**src/rtl/scanbuf_pkg.sv**
```systemverilog
package scanbuf_pkg;
    typedef enum logic [1:0] {S_IDLE, S_REQ, S_WAIT, S_READY} scan_state_t;
    localparam logic [1:0] MODE_SINGLE = 2'b01;
endpackage

```
**src/rtl/scan_chan_step.sv**
```systemverilog
module scan_chan_step #(
    parameter int NUM_CH = 12,
    parameter int CH_W   = $clog2(NUM_CH)
) (
    input  logic [CH_W-1:0] cur,
    input  logic            ref_skip,
    input  logic [CH_W-1:0] top,
    output logic [CH_W-1:0] nxt,
    output logic            last
);
    localparam logic [CH_W:0] REF_IDX = (CH_W+1)'(NUM_CH - 1);

    logic [CH_W:0] inc;

    always_comb begin
        inc = {1'b0, cur} + 1'b1;
        if (ref_skip && inc == REF_IDX) begin
            inc = inc + 1'b1;
        end
        last = (inc > {1'b0, top});
        nxt  = inc[CH_W-1:0];
    end
endmodule

```
**src/rtl/scan_result_store.sv**
```systemverilog
module scan_result_store #(
    parameter int NUM_CH = 12,
    parameter int DATA_W = 8,
    parameter int PTR_W  = $clog2(NUM_CH),
    parameter int CNT_W  = $clog2(NUM_CH + 1)
) (
    input  logic              clk,
    input  logic              rst_n,
    input  logic              wr_clr,
    input  logic              wr_en,
    input  logic [DATA_W-1:0] wr_data,
    input  logic              seal,
    input  logic              rd_en,
    output logic [DATA_W-1:0] rd_data
);
    logic [DATA_W-1:0] mem [NUM_CH];
    logic [PTR_W-1:0]  wr_ptr;
    logic [PTR_W-1:0]  rd_ptr;
    logic [CNT_W-1:0]  count;
    logic              at_end;

    assign at_end = (rd_ptr == PTR_W'(count - 1'b1));

    always_ff @(posedge clk) begin
        if (wr_en) begin
            mem[wr_ptr] <= wr_data;
        end
    end

    always_ff @(posedge clk) begin
        if (!rst_n) begin
            wr_ptr  <= '0;
            rd_ptr  <= '0;
            count   <= '0;
            rd_data <= '0;
        end else begin
            if (wr_clr) begin
                wr_ptr <= '0;
            end else if (wr_en) begin
                wr_ptr <= wr_ptr + 1'b1;
            end
            if (seal) begin
                count  <= CNT_W'(wr_ptr) + 1'b1;
                rd_ptr <= '0;
            end else if (rd_en) begin
                rd_data <= mem[rd_ptr];
                rd_ptr  <= at_end ? '0 : rd_ptr + 1'b1;
            end
        end
    end

    // a write never lands past the last RAM entry
    p_wr_in_range_r6: assert property (@(posedge clk) disable iff (!rst_n)
        wr_en |-> (int'(wr_ptr) < NUM_CH));

    // reading the last valid result sends the pointer back to the first
    p_wrap_to_first_r7: assert property (@(posedge clk) disable iff (!rst_n)
        (rd_en && !seal && at_end) |=> (rd_ptr == '0));
endmodule

```
**src/rtl/scan_result_buffer.sv**
```systemverilog
module scan_result_buffer
    import scanbuf_pkg::*;
#(
    parameter int NUM_CH = 12,
    parameter int DATA_W = 8,
    parameter int CH_W   = $clog2(NUM_CH)
) (
    input  logic              clk,
    input  logic              rst_n,
    input  logic              ctl_wr,
    input  logic [7:0]        ctl_byte,
    input  logic              rd_start,
    input  logic              byte_req,
    output logic [DATA_W-1:0] byte_out,
    output logic              res_ready,
    output logic              stretch,
    output logic              conv_req,
    output logic [CH_W-1:0]   conv_ch,
    input  logic              conv_done,
    input  logic [DATA_W-1:0] conv_data
);
    localparam logic [CH_W-1:0] LAST_CH = CH_W'(NUM_CH - 1);

    scan_state_t     st, st_nx;
    logic            ref_en_r;
    logic [1:0]      mode_r;
    logic [CH_W-1:0] top_r, top_clamp;
    logic [CH_W-1:0] ch, scan_top, step_nxt;
    logic            scan_ref, scan_single, step_last, scan_end;
    logic            start, wr_en, seal, rd_en;

    // control byte decode: bit 7 picks setup or configuration
    always_ff @(posedge clk) begin
        if (!rst_n) begin
            ref_en_r <= 1'b0;
            mode_r   <= 2'b00;
            top_r    <= '0;
        end else if (ctl_wr) begin
            if (ctl_byte[7]) begin
                ref_en_r <= ctl_byte[1];
            end else begin
                mode_r <= ctl_byte[6:5];
                top_r  <= ctl_byte[CH_W-1:0];
            end
        end
    end

    assign top_clamp = (top_r > LAST_CH) ? LAST_CH : top_r;
    assign start     = rd_start && (st == S_IDLE || st == S_READY);
    assign scan_end  = scan_single || step_last;
    assign wr_en     = (st == S_WAIT) && conv_done;
    assign seal      = wr_en && scan_end;
    assign rd_en     = byte_req && (st == S_READY) && !rd_start;

    scan_chan_step #(.NUM_CH(NUM_CH), .CH_W(CH_W)) u_step (
        .cur      (ch),
        .ref_skip (scan_ref),
        .top      (scan_top),
        .nxt      (step_nxt),
        .last     (step_last)
    );

    // state register
    always_ff @(posedge clk) begin
        if (!rst_n) st <= S_IDLE;
        else        st <= st_nx;
    end

    always_comb begin
        st_nx = st;
        unique case (st)
            S_IDLE:  if (rd_start)  st_nx = S_REQ;
            S_REQ:                  st_nx = S_WAIT;
            S_WAIT:  if (conv_done) st_nx = scan_end ? S_READY : S_REQ;
            S_READY: if (rd_start)  st_nx = S_REQ;
            default:                st_nx = S_IDLE;
        endcase
    end

    // scan channel and captured configuration
    always_ff @(posedge clk) begin
        if (!rst_n) begin
            ch          <= '0;
            scan_top    <= '0;
            scan_ref    <= 1'b0;
            scan_single <= 1'b0;
        end else if (start) begin
            ch          <= (mode_r == MODE_SINGLE) ? top_clamp : '0;
            scan_top    <= top_clamp;
            scan_ref    <= ref_en_r;
            scan_single <= (mode_r == MODE_SINGLE);
        end else if (wr_en && !scan_end) begin
            ch <= step_nxt;
        end
    end

    // outputs
    always_comb begin
        conv_req  = (st == S_REQ);
        stretch   = (st == S_REQ) || (st == S_WAIT);
        res_ready = (st == S_READY);
        conv_ch   = ch;
    end

    scan_result_store #(.NUM_CH(NUM_CH), .DATA_W(DATA_W)) u_store (
        .clk     (clk),
        .rst_n   (rst_n),
        .wr_clr  (start),
        .wr_en   (wr_en),
        .wr_data (conv_data),
        .seal    (seal),
        .rd_en   (rd_en),
        .rd_data (byte_out)
    );

    // stretch only falls right after a conversion finished
    p_stretch_held_r3: assert property (@(posedge clk) disable iff (!rst_n)
        $fell(stretch) |-> $past(conv_done));

    // each conversion request lasts exactly one cycle
    p_req_pulse_r2: assert property (@(posedge clk) disable iff (!rst_n)
        conv_req |=> !conv_req);

    // reference channel never requested in a sweep with reference on
    p_ref_skipped_r8: assert property (@(posedge clk) disable iff (!rst_n)
        (conv_req && scan_ref && !scan_single) |-> (conv_ch != LAST_CH));

    // never converts past the captured highest channel
    p_ch_bounded_r4: assert property (@(posedge clk) disable iff (!rst_n)
        conv_req |-> (conv_ch <= scan_top));

    // a pending conversion is not abandoned by a read start
    p_busy_holds_r10: assert property (@(posedge clk) disable iff (!rst_n)
        (st == S_WAIT && !conv_done) |=> (st == S_WAIT));
endmodule

```
**config.mk**
```make
export PLATFORM = sky130hd
export DESIGN_NAME = scan_result_buffer
export DESIGN_NICKNAME = d
export VERILOG_FILES = /design/src/rtl/scanbuf_pkg.sv /design/src/rtl/scan_chan_step.sv /design/src/rtl/scan_result_store.sv /design/src/rtl/scan_result_buffer.sv
export SDC_FILE = /design/constraint.sdc
export NUM_CORES = 1
export LEC_CHECK = 0
export BUFFER_PORTS_ARGS = -buffer_cell sky130_fd_sc_hd__buf_2
export CAP_MARGIN = 40
export CORE_UTILIZATION = 55
export CTS_BUF_LIST = sky130_fd_sc_hd__clkbuf_4 sky130_fd_sc_hd__clkbuf_8 sky130_fd_sc_hd__clkbuf_16
export DETAILED_ROUTE_END_ITERATION = 16
export PLACE_DENSITY = 0.72
export SYNTH_ARGS = -nofsm -noshare
export SYNTH_HDL_FRONTEND = slang
export SYNTH_SLANG_ARGS = --single-unit
```
**constraint.sdc**
```tcl
create_clock -name clk -period 3.6 [get_ports clk]
set_input_delay 1.08 -clock clk [delete_from_list [all_inputs] [get_ports clk]]
set_output_delay 1.08 -clock clk [all_outputs]
set_load 0.05 [all_outputs]
```
# After elaboration in Yosys (flattened, before gate mapping)
# Memory sizes are Yosys's and may differ from the RTL's. A register that Yosys moved wholly into a read port is not among the register bits.
# Cells that the tools add are included.
# word_totals
n_memories,1
out_inout_bits,15
ff_bits,31
latchBits,0
input_bits,22
mem_bits_ro,0
wordCells,64
mem_bits_rw,96
# op_classes
n_mux,12
reduce_logical,22
n_lt_le_gt_ge,2
n_div,0
n_addsub,5
eq_ne,8
multipliers,0
bitwise_logic,3
shifts,0
# memory_table
memory,depth,word_bits,read_ports,rd_ports_with_merged_regs,write_ports,line_no,source
u_store.mem,12,8,1,1,1,scan_result_store.sv:16,logic [DATA_W-1:0] mem [NUM_CH];
# op_table
operator,n
4-bit two-way mux,5
"4-bit by 1-bit adder with 4-bit output, second input constant",2
2-bit AND reduction,4
1-bit logical AND,7
2-bit two-way mux,3
2-bit one-hot mux with 3 select lines,1
2-bit OR reduction,3
"4-bit by 1-bit adder with 5-bit output, second input constant",1
"5-bit by 1-bit adder with 5-bit output, second input constant",1
"5-bit by 4-bit equality test with 1-bit output, second input constant",1
5-bit by 4-bit > comparator with 1-bit output,1
5-bit two-way mux,1
"2-bit by 1-bit equality test with 1-bit output, second input constant",2
"2-bit equality test, second input constant",2
4-bit equality test,1
"4-bit > comparator, second input constant",1
"4-bit by 1-bit subtractor with 4-bit output, second input constant",1
1-bit logical NOT,3
1-bit logical OR,3
1-bit NOT,3
2-bit logical NOT,1
1-bit two-way mux,2
"2-bit by 1-bit != test with 1-bit output, second input constant",1
"2-bit != test, second input constant",1
2-bit nonzero test,1

# Logic depth before layout (Yosys ltp)
# Gate-level depths: netlist of the first run.
# depth
ltp_word,10
mapped_depth,11
ltp_nobuf,11

# Hierarchy
# From an unflattened synthesis of the first run, not the netlist that was laid out.
# hier_totals
cells_unflattened,395
area_unflattened_um2,5826.8
# by_module_without_submodules
module,cells_per_inst,seq_area_each_um2,area_per_inst_um2,instances
scan_result_store,268,3283.1,4694.5,1
scan_result_buffer,96,380.4,892.1,1
scan_chan_step,31,0.0,240.2,1

# Worst setup path before layout of the first run
# Ideal clock, no wire load.
# synth_timing
kind,register to register
startpoint,reg ch[2] (netlist: conv_ch[2])
endpoint,reg u_store.rd_data[0] (read register of u_store.mem)
path_stages_with_launch,12
slack_ps,-19
path_buffers,0
setup_ps,117
t_arrival_ps,3502
t_required_ps,3483
period_less_slack_ps,3619
path_cell_list,dfxtp_1 -> ha_1 -> nand2_2 -> mux2_4 -> or4_1 -> and2_2 -> ha_1 -> nor2b_1 -> o31ai_1 -> a211oi_4 -> o21a_4 -> a22o_1
# synth_via
elab_chain_len,9
word_cells_on_any_way,10
cone_classes,2 x add/sub; 1 x order compare; 1 x eq/ne; 1 x mux; 1 x bitwise; 4 x reduce/logical
# synth_rtl
element,line_no,source
start: declaration,scan_result_buffer.sv:28,"logic [CH_W-1:0] ch, scan_top, step_nxt;"
start signal: assignment,scan_result_buffer.sv:88,ch <= (mode_r == MODE_SINGLE) ? top_clamp : '0;
start signal: assignment,scan_result_buffer.sv:93,ch <= step_nxt;
4-bit by 1-bit adder with 5-bit output (*),scan_chan_step.sv:16,"inc = {1'b0, cur} + 1'b1;"
branches (longest 2 deep; another with 5-bit by 1-bit adder with 5-bit output),n/a,
5-bit two-way mux (*),scan_chan_step.sv:17,if (ref_skip && inc == REF_IDX) begin
5-bit by 4-bit > comparator with 1-bit output (*),scan_chan_step.sv:20,"last = (inc > {1'b0, top});"
1-bit logical OR (*),scan_result_buffer.sv:50,assign scan_end = scan_single || step_last;
1-bit logical AND (*),scan_result_buffer.sv:52,assign seal = wr_en && scan_end;
1-bit NOT (no line) (*),n/a,
2-bit AND reduction (no line) (*),n/a,
end: declaration,scan_result_store.sv:14,output logic [DATA_W-1:0] rd_data
# Mark *: on every way between the ends.
# A chain may end at the register's enable or synchronous reset.

# Worst setup path in the final report of the first run
# layout_timing
startpoint,reg ch[0] (netlist: conv_ch[0])
endpoint,reg u_store.rd_data[4] (read register of u_store.mem)
# The elaborated chain is that of the path after synthesis.

==> results.py, run 1 <==
metrics = {
    "status": {
        "status": "completed",
    },
    "sta": {
        "max_freq_ghz": 0.293,
        "fin_tns_setup_ns": 0,
        "slew_headroom_pct": 51.5,
        "whs_ns": 0.469,
        "rsz0062_at_grt": "no",
        "finClkSkew_ns": 0.00530,
        "finalSetupViolCount": 0,
        "drv_slew": 0,
        "worst_pin_slew_ns": 0.727,
        "fin_crit_sh_pct": 94.8,
        "hold_violations": 0,
        "fin_crit_ns": 3.41,
    },
    "job": {
        "cap_violations": 0,
    },
    "floorplan": {
        "ioPinCount": 37,
        "row_count": 37,
        "die_area_mm2": 0.0109,
        "core_area_mm2": 0.0102,
        "die_x_um": 104,
        "dieHeight_um": 104,
        "start_util_pct": 56.4,
    },
    "cells_and_area": {
        "area_growth_pct": 16.6,
        "fin_nets": 475,
        "final_core_util_pct": 65.7,
        "n_fill_cell": 708,
        "drive_above_1_share_pct": 24.9,
        "diodes": 0,
    },
    "synth": {
        "ys_types": 52,
        "syn_avg_cell_area_um2": 14.7,
        "synthFlopType": "edfxtp_1",
        "synth_seq_cells": 135,
        "synthCells": 391,
        "synth-edff-count": 96,
        "ys_seq_area_share_pct": 63.5,
        "syn-num-nets": 430,
        "yosysWarnings": 0,
        "synthArstFlopShare_pct": 0,
        "syn-cell-area_mm2": 0.00577,
    },
    "drt": {
        "drt_iter0_drc": 220,
        "wl_per_cell_um": 20.2,
        "drtAntennaViolNets": 0,
        "firstDrtPassIters": 5,
        "via_per_inst": 5.81,
        "drt_wl_total_um": 11800,
        "route.detailed.drc": 0,
        "vias": 3398,
    },
    "clocking": {
        "cts_buffer_depth": 2,
        "root_buffer": "clkbuf_8",
        "h-tree-depth": 4,
        "clock_sinks": 135,
        "postCtsSetupBuffers": 0,
        "clk_latency_ns": 0.53,
        "cts_tree": "done",
        "numCtsBuffers": 17,
        "path_clk_slew_ns": 0.06,
        "postCtsHoldBufs": 0,
        "post_cts_resize_count": 0,
    },
    "critical_path": {
        "endpoint_kind": "flip-flop",
        "worstSetupPathType": "reg -> reg",
        "reg2reg_to": "u_store.rd_data[4]$_SDFFE_PN0P_",
        "critPathBufInv": 0,
        "crit_family": "simple AND/OR/NAND/NOR gates",
        "crit_top_cell": "ha_1",
        "cp_slowest_stage_delay_ns": 0.50,
        "worst-r2r-setup-slack_ns": 0.19,
        "r2r_cells": 11,
        "startpoint_type": "flip-flop",
        "crit_arrival_ns": 3.88,
        "crit_path_start": "conv_ch[0]$_SDFFE_PN0P_",
        "worstPathRequired_ns": 4.07,
        "critical_path.endpoint": "u_store.rd_data[4]$_SDFFE_PN0P_",
        "cp_max_fo": 9,
        "cp_slowest_cell": "or4_1",
        "critical_path.cell_chain": "ha_1, nand2b_1, mux2_4, or4_1, and2_2, ha_1, nand4_1, nor3_1, a211oi_4, nor3_4, a22o_1",
        "r2r_start": "conv_ch[0]$_SDFFE_PN0P_",
        "cp_num_cells": 11,
    },
    "grt": {
        "antenna_found_initial": 0,
        "grt_pass1_vias": 3427,
        "gr-total-overflow": 0,
        "grt_max_degree": 21,
        "grt_pass1_wl_um": 18300,
        "grt_use_total_pct": 23.4,
    },
    "power": {
        "leakage_nw": 2.30,
        "ir_worst_vdd_mv": 0.562,
        "powerDensity_mw_per_mm2": 655,
        "finalPower_w": 0.00440,
    },
    "placed_design": {
        "hpwl_um": 7280,
        "routabilityCongestion": 0.788,
        "io_buffers": 35,
    },
    "worst_hold_path": {
        "hp-class": "reg -> reg",
    },
}
[flip-flops by register name, summed over array words and instances (netlist names)]
register,flops
u_store.wr_ptr,4
conv_ch,4
scan_top,4
mode_r,2
scan_single,1
u_store.count,4
top_r,4
ref_en_r,1
u_store.mem,96
scan_ref,1
u_store.rd_ptr,4
st,2
u_store.rd_data,8
[cells in the mapped netlist, drive strengths merged (2+ instances only)]
cell / n / share of area [%]
edfxtp: 96 / 50
a31oi: 2 / 0.22
nor2b: 2 / 0.22
a21oi: 17 / 1.5
and3: 2 / 0.24
dfxtp: 39 / 14
nand3b: 3 / 0.39
o21a: 2 / 0.39
buf: 8 / 0.82
nand2b: 2 / 0.35
xor2: 3 / 0.46
mux4: 24 / 9.4
nor3: 6 / 0.80
a211oi: 7 / 1.1
o31ai: 3 / 0.39
o41ai: 3 / 0.46
nor3b: 3 / 0.39
a22o: 8 / 1.2
nor2: 20 / 1.3
nor4: 3 / 0.33
or3: 2 / 0.24
nand2: 26 / 1.8
xnor2: 7 / 1.1
o21ai: 13 / 1.1
inv: 14 / 0.91
nand4: 2 / 0.22
and2: 15 / 1.6
nand3: 9 / 0.78
ha: 17 / 3.7
clkbuf: 7 / 0.46
mux2i: 17 / 3.0
[worst reg2reg max path: cells and delay by family, from the launching register on]
| family | cells | cell delay, ns |
|---|---|---|
| and+or+nand+nor | 6 | 1.79 |
| adders and majority gates | 2 | 0.56 |
| DFF | 1 | 0.39 |
| AOI/OAI and AO/OA | 2 | 0.34 |
| muxes | 1 | 0.28 |
[layer usage]
layer / vias to the layer above / GRT usage (%) / part of all wire (%)
met5: - / 0 / 0
met4: 0 / 9.80 / 2.4
met3: 24 / 6.58 / 5.8
met2: 93 / 37.1 / 49
met1: 1691 / 30.2 / 42
li1: 1590 / - / -
[placed cells by master, fill, tap and decap left out, types with 4 or more instances in the layout]
cell / Yosys / routed
edfxtp_1: 96 / 96
dfxtp_1: 39 / 36
buf_2: 5 / 35
nand2_1: 24 / 24
mux4_2: 24 / 24
nor2_1: 20 / 20
a21oi_1: 17 / 17
mux2i_1: 17 / 17
ha_1: 17 / 17
clkbuf_16: 0 / 16
inv_1: 14 / 14
and2_1: 14 / 14
o21ai_0: 13 / 13
nand3_1: 9 / 9
a22o_1: 8 / 8
xnor2_1: 7 / 7
a211oi_1: 6 / 6
buf_4: 1 / 6
bufinv_16: 0 / 5
nor3_1: 4 / 4
[report_power, final]
part / leakage [nW] / switching [W] / internal, W
logic: 0.809 / 0.000476 / 0.000274
registers: 1.18 / 0.0000633 / 0.00173
clock network: 0.309 / 0.000646 / 0.00122
[logic make-up (layout without fill, tap and decap cells)]
family / after synthesis / in the layout / share of synthesized area [%]
adders and majority gates: 17 / 17 / 3.69
DFF: 135 / 135 / 63.5
muxes: 42 / 42 / 12.6
and+or+nand+nor: 99 / 99 / 9.22
xor gates and xnor gates: 11 / 11 / 1.93
AOI/OAI and AO/OA: 58 / 58 / 6.84
buffers and inverters: 29 / 87 / 2.19
[area by class of cell]
type	count	area (µm²)	share of cell area, %
clock inverters	13	201	3.00
well taps	136	170	2.53
repair buffers	41	220	3.28
multi-input cells	227	1980	29.4
inverters	14	52.6	0.782
clock buffers	19	435	6.48
flip-flops and latches	135	3670	54.6
[worst min path at each step]
stage | slack, ns | endpoint | cells after the start | start
floorplan | 0.43 | scan_ref$_SDFFE_PN0P_ | 2 | ref_en_r$_SDFFE_PN0P_
global placement | 0.45 | scan_top[3]$_SDFFE_PN0P_ | 2 | scan_top[3]$_SDFFE_PN0P_
detailed placement | 0.45 | scan_top[2]$_SDFFE_PN0P_ | 2 | scan_top[2]$_SDFFE_PN0P_
CTS | 0.47 | scan_top[3]$_SDFFE_PN0P_ | 2 | scan_top[3]$_SDFFE_PN0P_
global route | 0.49 | u_store.rd_data[1]$_SDFFE_PN0P_ | 1 | u_store.rd_data[1]$_SDFFE_PN0P_
finish | 0.47 | scan_top[3]$_SDFFE_PN0P_ | 2 | scan_top[3]$_SDFFE_PN0P_
[stage by stage]
step / cells / setup slack [ns] / instance area (µm²)
3_3_place_gp: 553 / 0.279 / 6090
2_1_floorplan: 391 / 0.0553 / 5770
6_report: 585 / 0.187 / 6720
4_1_cts: 585 / 0.168 / 6720
3_5_place_dp: 553 / 0.184 / 6090
5_1_grt: 585 / 0.00219 / 6720
(Power assumes the default switching activity.)
==> run 2, diff against run 1 <==
--- a/config.mk
+++ b/config.mk
@@ -7,10 +7,13 @@
 export LEC_CHECK = 0
 export BUFFER_PORTS_ARGS = -buffer_cell sky130_fd_sc_hd__buf_2
 export CAP_MARGIN = 40
-export CORE_UTILIZATION = 55
+export CELL_PAD_IN_SITES_DETAIL_PLACEMENT = 1
+export CELL_PAD_IN_SITES_GLOBAL_PLACEMENT = 1
+export CORE_UTILIZATION = 51
 export CTS_BUF_LIST = sky130_fd_sc_hd__clkbuf_4 sky130_fd_sc_hd__clkbuf_8 sky130_fd_sc_hd__clkbuf_16
 export DETAILED_ROUTE_END_ITERATION = 16
-export PLACE_DENSITY = 0.72
+export PLACE_DENSITY = 0.79
 export SYNTH_ARGS = -nofsm -noshare
 export SYNTH_HDL_FRONTEND = slang
 export SYNTH_SLANG_ARGS = --single-unit
+export TNS_END_PERCENT = 50
==> run 2 against run 1 <==
Compared with the run above: hold slack lost 0.012 ns; utilization shrank 4.7 points; clock power shrank 11%; critical endpoint is now u_store.rd_data[7]$_SDFFE_PN0P_; largest power group is now registers; critical path depth grew 2; cell area shrank 0.71%; worst setup slack gained 0.012 ns; maximum frequency grew 0.34%; sequential share of layout area grew 0.39 points; die area grew 7.7%.
==> results.py, run 2 (synthesized netlist as in run 1, its figures left out) <==
metrics = {
    "cells_and_area": {
        "diodes": 0,
        "final_common_cell": "edfxtp_1",
        "n_fill_cell": 1073,
        "drive_above_1_share_pct": 25.0,
        "largest_register_ffs": 96,
        "regArea_mm2": 0.00367,
        "top_register": "u_store.mem",
        "layout_common_cells": "edfxtp_1, dfxtp_1, buf_2, nand2_1, mux4_2",
        "multiInputGateArea_mm2": 0.00198,
        "area_growth_pct": 15.8,
        "final_core_util_pct": 61.0,
        "fin_nets": 478,
        "largest_registers": "u_store.mem x96, u_store.rd_data x8",
    },
    "critical_path": {
        "worstPathRequired_ns": 3.90,
        "crit_arrival_ns": 3.70,
        "r2r_start": "conv_ch[0]$_SDFFE_PN0P_",
        "cp_max_fo": 9,
        "crit_path_start": "conv_ch[0]$_SDFFE_PN0P_",
        "worstSetupPathType": "reg -> reg",
        "startpoint_type": "flip-flop",
        "r2r_cells": 13,
        "endpoint_kind": "flip-flop",
    },
    "grt": {
        "grt_use_total_pct": 24.1,
        "antenna_found_initial": 0,
        "grt_max_degree": 22,
        "grt_pass1_wl_um": 20000,
        "grt_pass1_vias": 3643,
        "gr-total-overflow": 0,
    },
    "worst_hold_path": {
        "hp-class": "reg -> reg",
        "hp-start": "ref_en_r$_SDFFE_PN0P_",
        "hold_path_depth": 2,
    },
    "sta": {
        "drv_slew": 0,
        "worst_slack_ns": 0.198,
        "fin_crit_ns": 3.40,
        "hold_violations": 0,
        "max_freq_ghz": 0.294,
        "slew_headroom_pct": 48.4,
        "finalSetupViolCount": 0,
        "fin_crit_sh_pct": 94.5,
        "worst_pin_slew_ns": 0.773,
        "finClkSkew_ns": 0.0118,
        "rsz0062_at_grt": "no",
        "fin_tns_setup_ns": 0,
    },
    "drt": {
        "drtAntennaViolNets": 0,
        "via_per_inst": 5.82,
        "firstDrtPassIters": 4,
        "route.detailed.drc": 0,
        "drt_wl_total_um": 12600,
        "wl_per_cell_um": 21.4,
        "drt_iter0_drc": 226,
        "vias": 3443,
    },
    "floorplan": {
        "ioPinCount": 37,
        "dieHeight_um": 108,
        "row_count": 38,
        "die_area_mm2": 0.0117,
        "die_x_um": 108,
        "start_util_pct": 52.7,
        "core_area_mm2": 0.0109,
    },
    "clocking": {
        "numCtsBuffers": 17,
        "path_clk_slew_ns": 0.06,
        "post_cts_resize_count": 0,
        "root_buffer": "clkbuf_16",
        "postCtsHoldBufs": 0,
        "cts_buffer_depth": 2,
        "cts_tree": "done",
        "clock_sinks": 135,
        "postCtsSetupBuffers": 0,
        "h-tree-depth": 4,
        "clk_latency_ns": 0.42,
    },
    "power": {
        "ir_worst_vdd_mv": 0.408,
        "leakage_nw": 2.28,
        "powerDensity_mw_per_mm2": 634,
    },
    "job": {
        "cap_violations": 0,
    },
    "status": {
        "status": "completed",
    },
    "placed_design": {
        "routabilityCongestion": 0.794,
        "dp_slack_ns": 0.242,
        "hpwl_um": 8270,
        "io_buffers": 35,
    },
}
==> run 2: cell count changes in the layout (fill, tap and decap cells not counted) <==
cell / before / now
clkinvlp_4: 2 / 3
buf_4: 6 / 9
bufinv_16: 5 / 2
clkinv_2: 3 / 5
clkbuf_4: 1 / 0
clkbuf_8: 2 / 0
clkbuf_16: 16 / 17
clkinv_1: 1 / 3
==> run 2: worst paths after layout <==
check	to	slack, ns
min reg2reg	scan_ref$_SDFFE_PN0P_	0.46
max	u_store.rd_data[7]$_SDFFE_PN0P_	0.20
min	scan_ref$_SDFFE_PN0P_	0.46
max reg2reg	u_store.rd_data[7]$_SDFFE_PN0P_	0.20
==> run 2: cell type report <==
cell class / instances / share of cell area [%]
flip-flops and latches: 135 / 54.9
multi-input cells: 227 / 29.6
clock buffers: 17 / 6.37
repair buffers: 44 / 3.64
well taps: 140 / 2.62
clock inverters: 15 / 2.04
inverters: 14 / 0.787
==> run 2: worst max-delay path, cell delays in order, from the launching register on <==
cell      delay, ns
dfxtp_1        0.34
ha_1           0.24
nand2b_1       0.14
mux2_4         0.29
or4_1          0.50
and2_2         0.21
ha_1           0.28
nor2b_1        0.14
o31ai_1        0.20
buf_4          0.18
a211oi_4       0.05
buf_4          0.20
o21a_4         0.26
a22o_1         0.24
==> run 2: stage by stage <==
step | power, W | cells | cell area [µm²] | hold slack [ns]
floorplan | 0.00237 | 391 | 5770 | 0.432
global placement | 0.00256 | 560 | 6110 | 0.446
detailed placement | 0.00261 | 560 | 6110 | 0.457
CTS | 0.00425 | 592 | 6680 | 0.465
global route | 0.00440 | 592 | 6680 | 0.475
finish | 0.00423 | 592 | 6680 | 0.457
==> run 2: report_power, final <==
group / internal [W] / total, W / switching [W] / leakage (nW)
clock: 0.00101 / 0.00165 / 0.000647 / 0.271
sequential: 0.00173 / 0.00178 / 0.0000584 / 1.18
combinational: 0.000289 / 0.000799 / 0.000509 / 0.825
total: 0.00302 / 0.00423 / 0.00121 / 2.28
==> run 2: routing by layer <==
metal / vias up / global-route usage, % / routed length, µm
met3: 11 / 5.85 / 483
li1: 1591 / - / -
met1: 1770 / 31.3 / 5560
met2: 71 / 38.9 / 6400
met4: 0 / 9.94 / 199
met5: - / 0 / 0
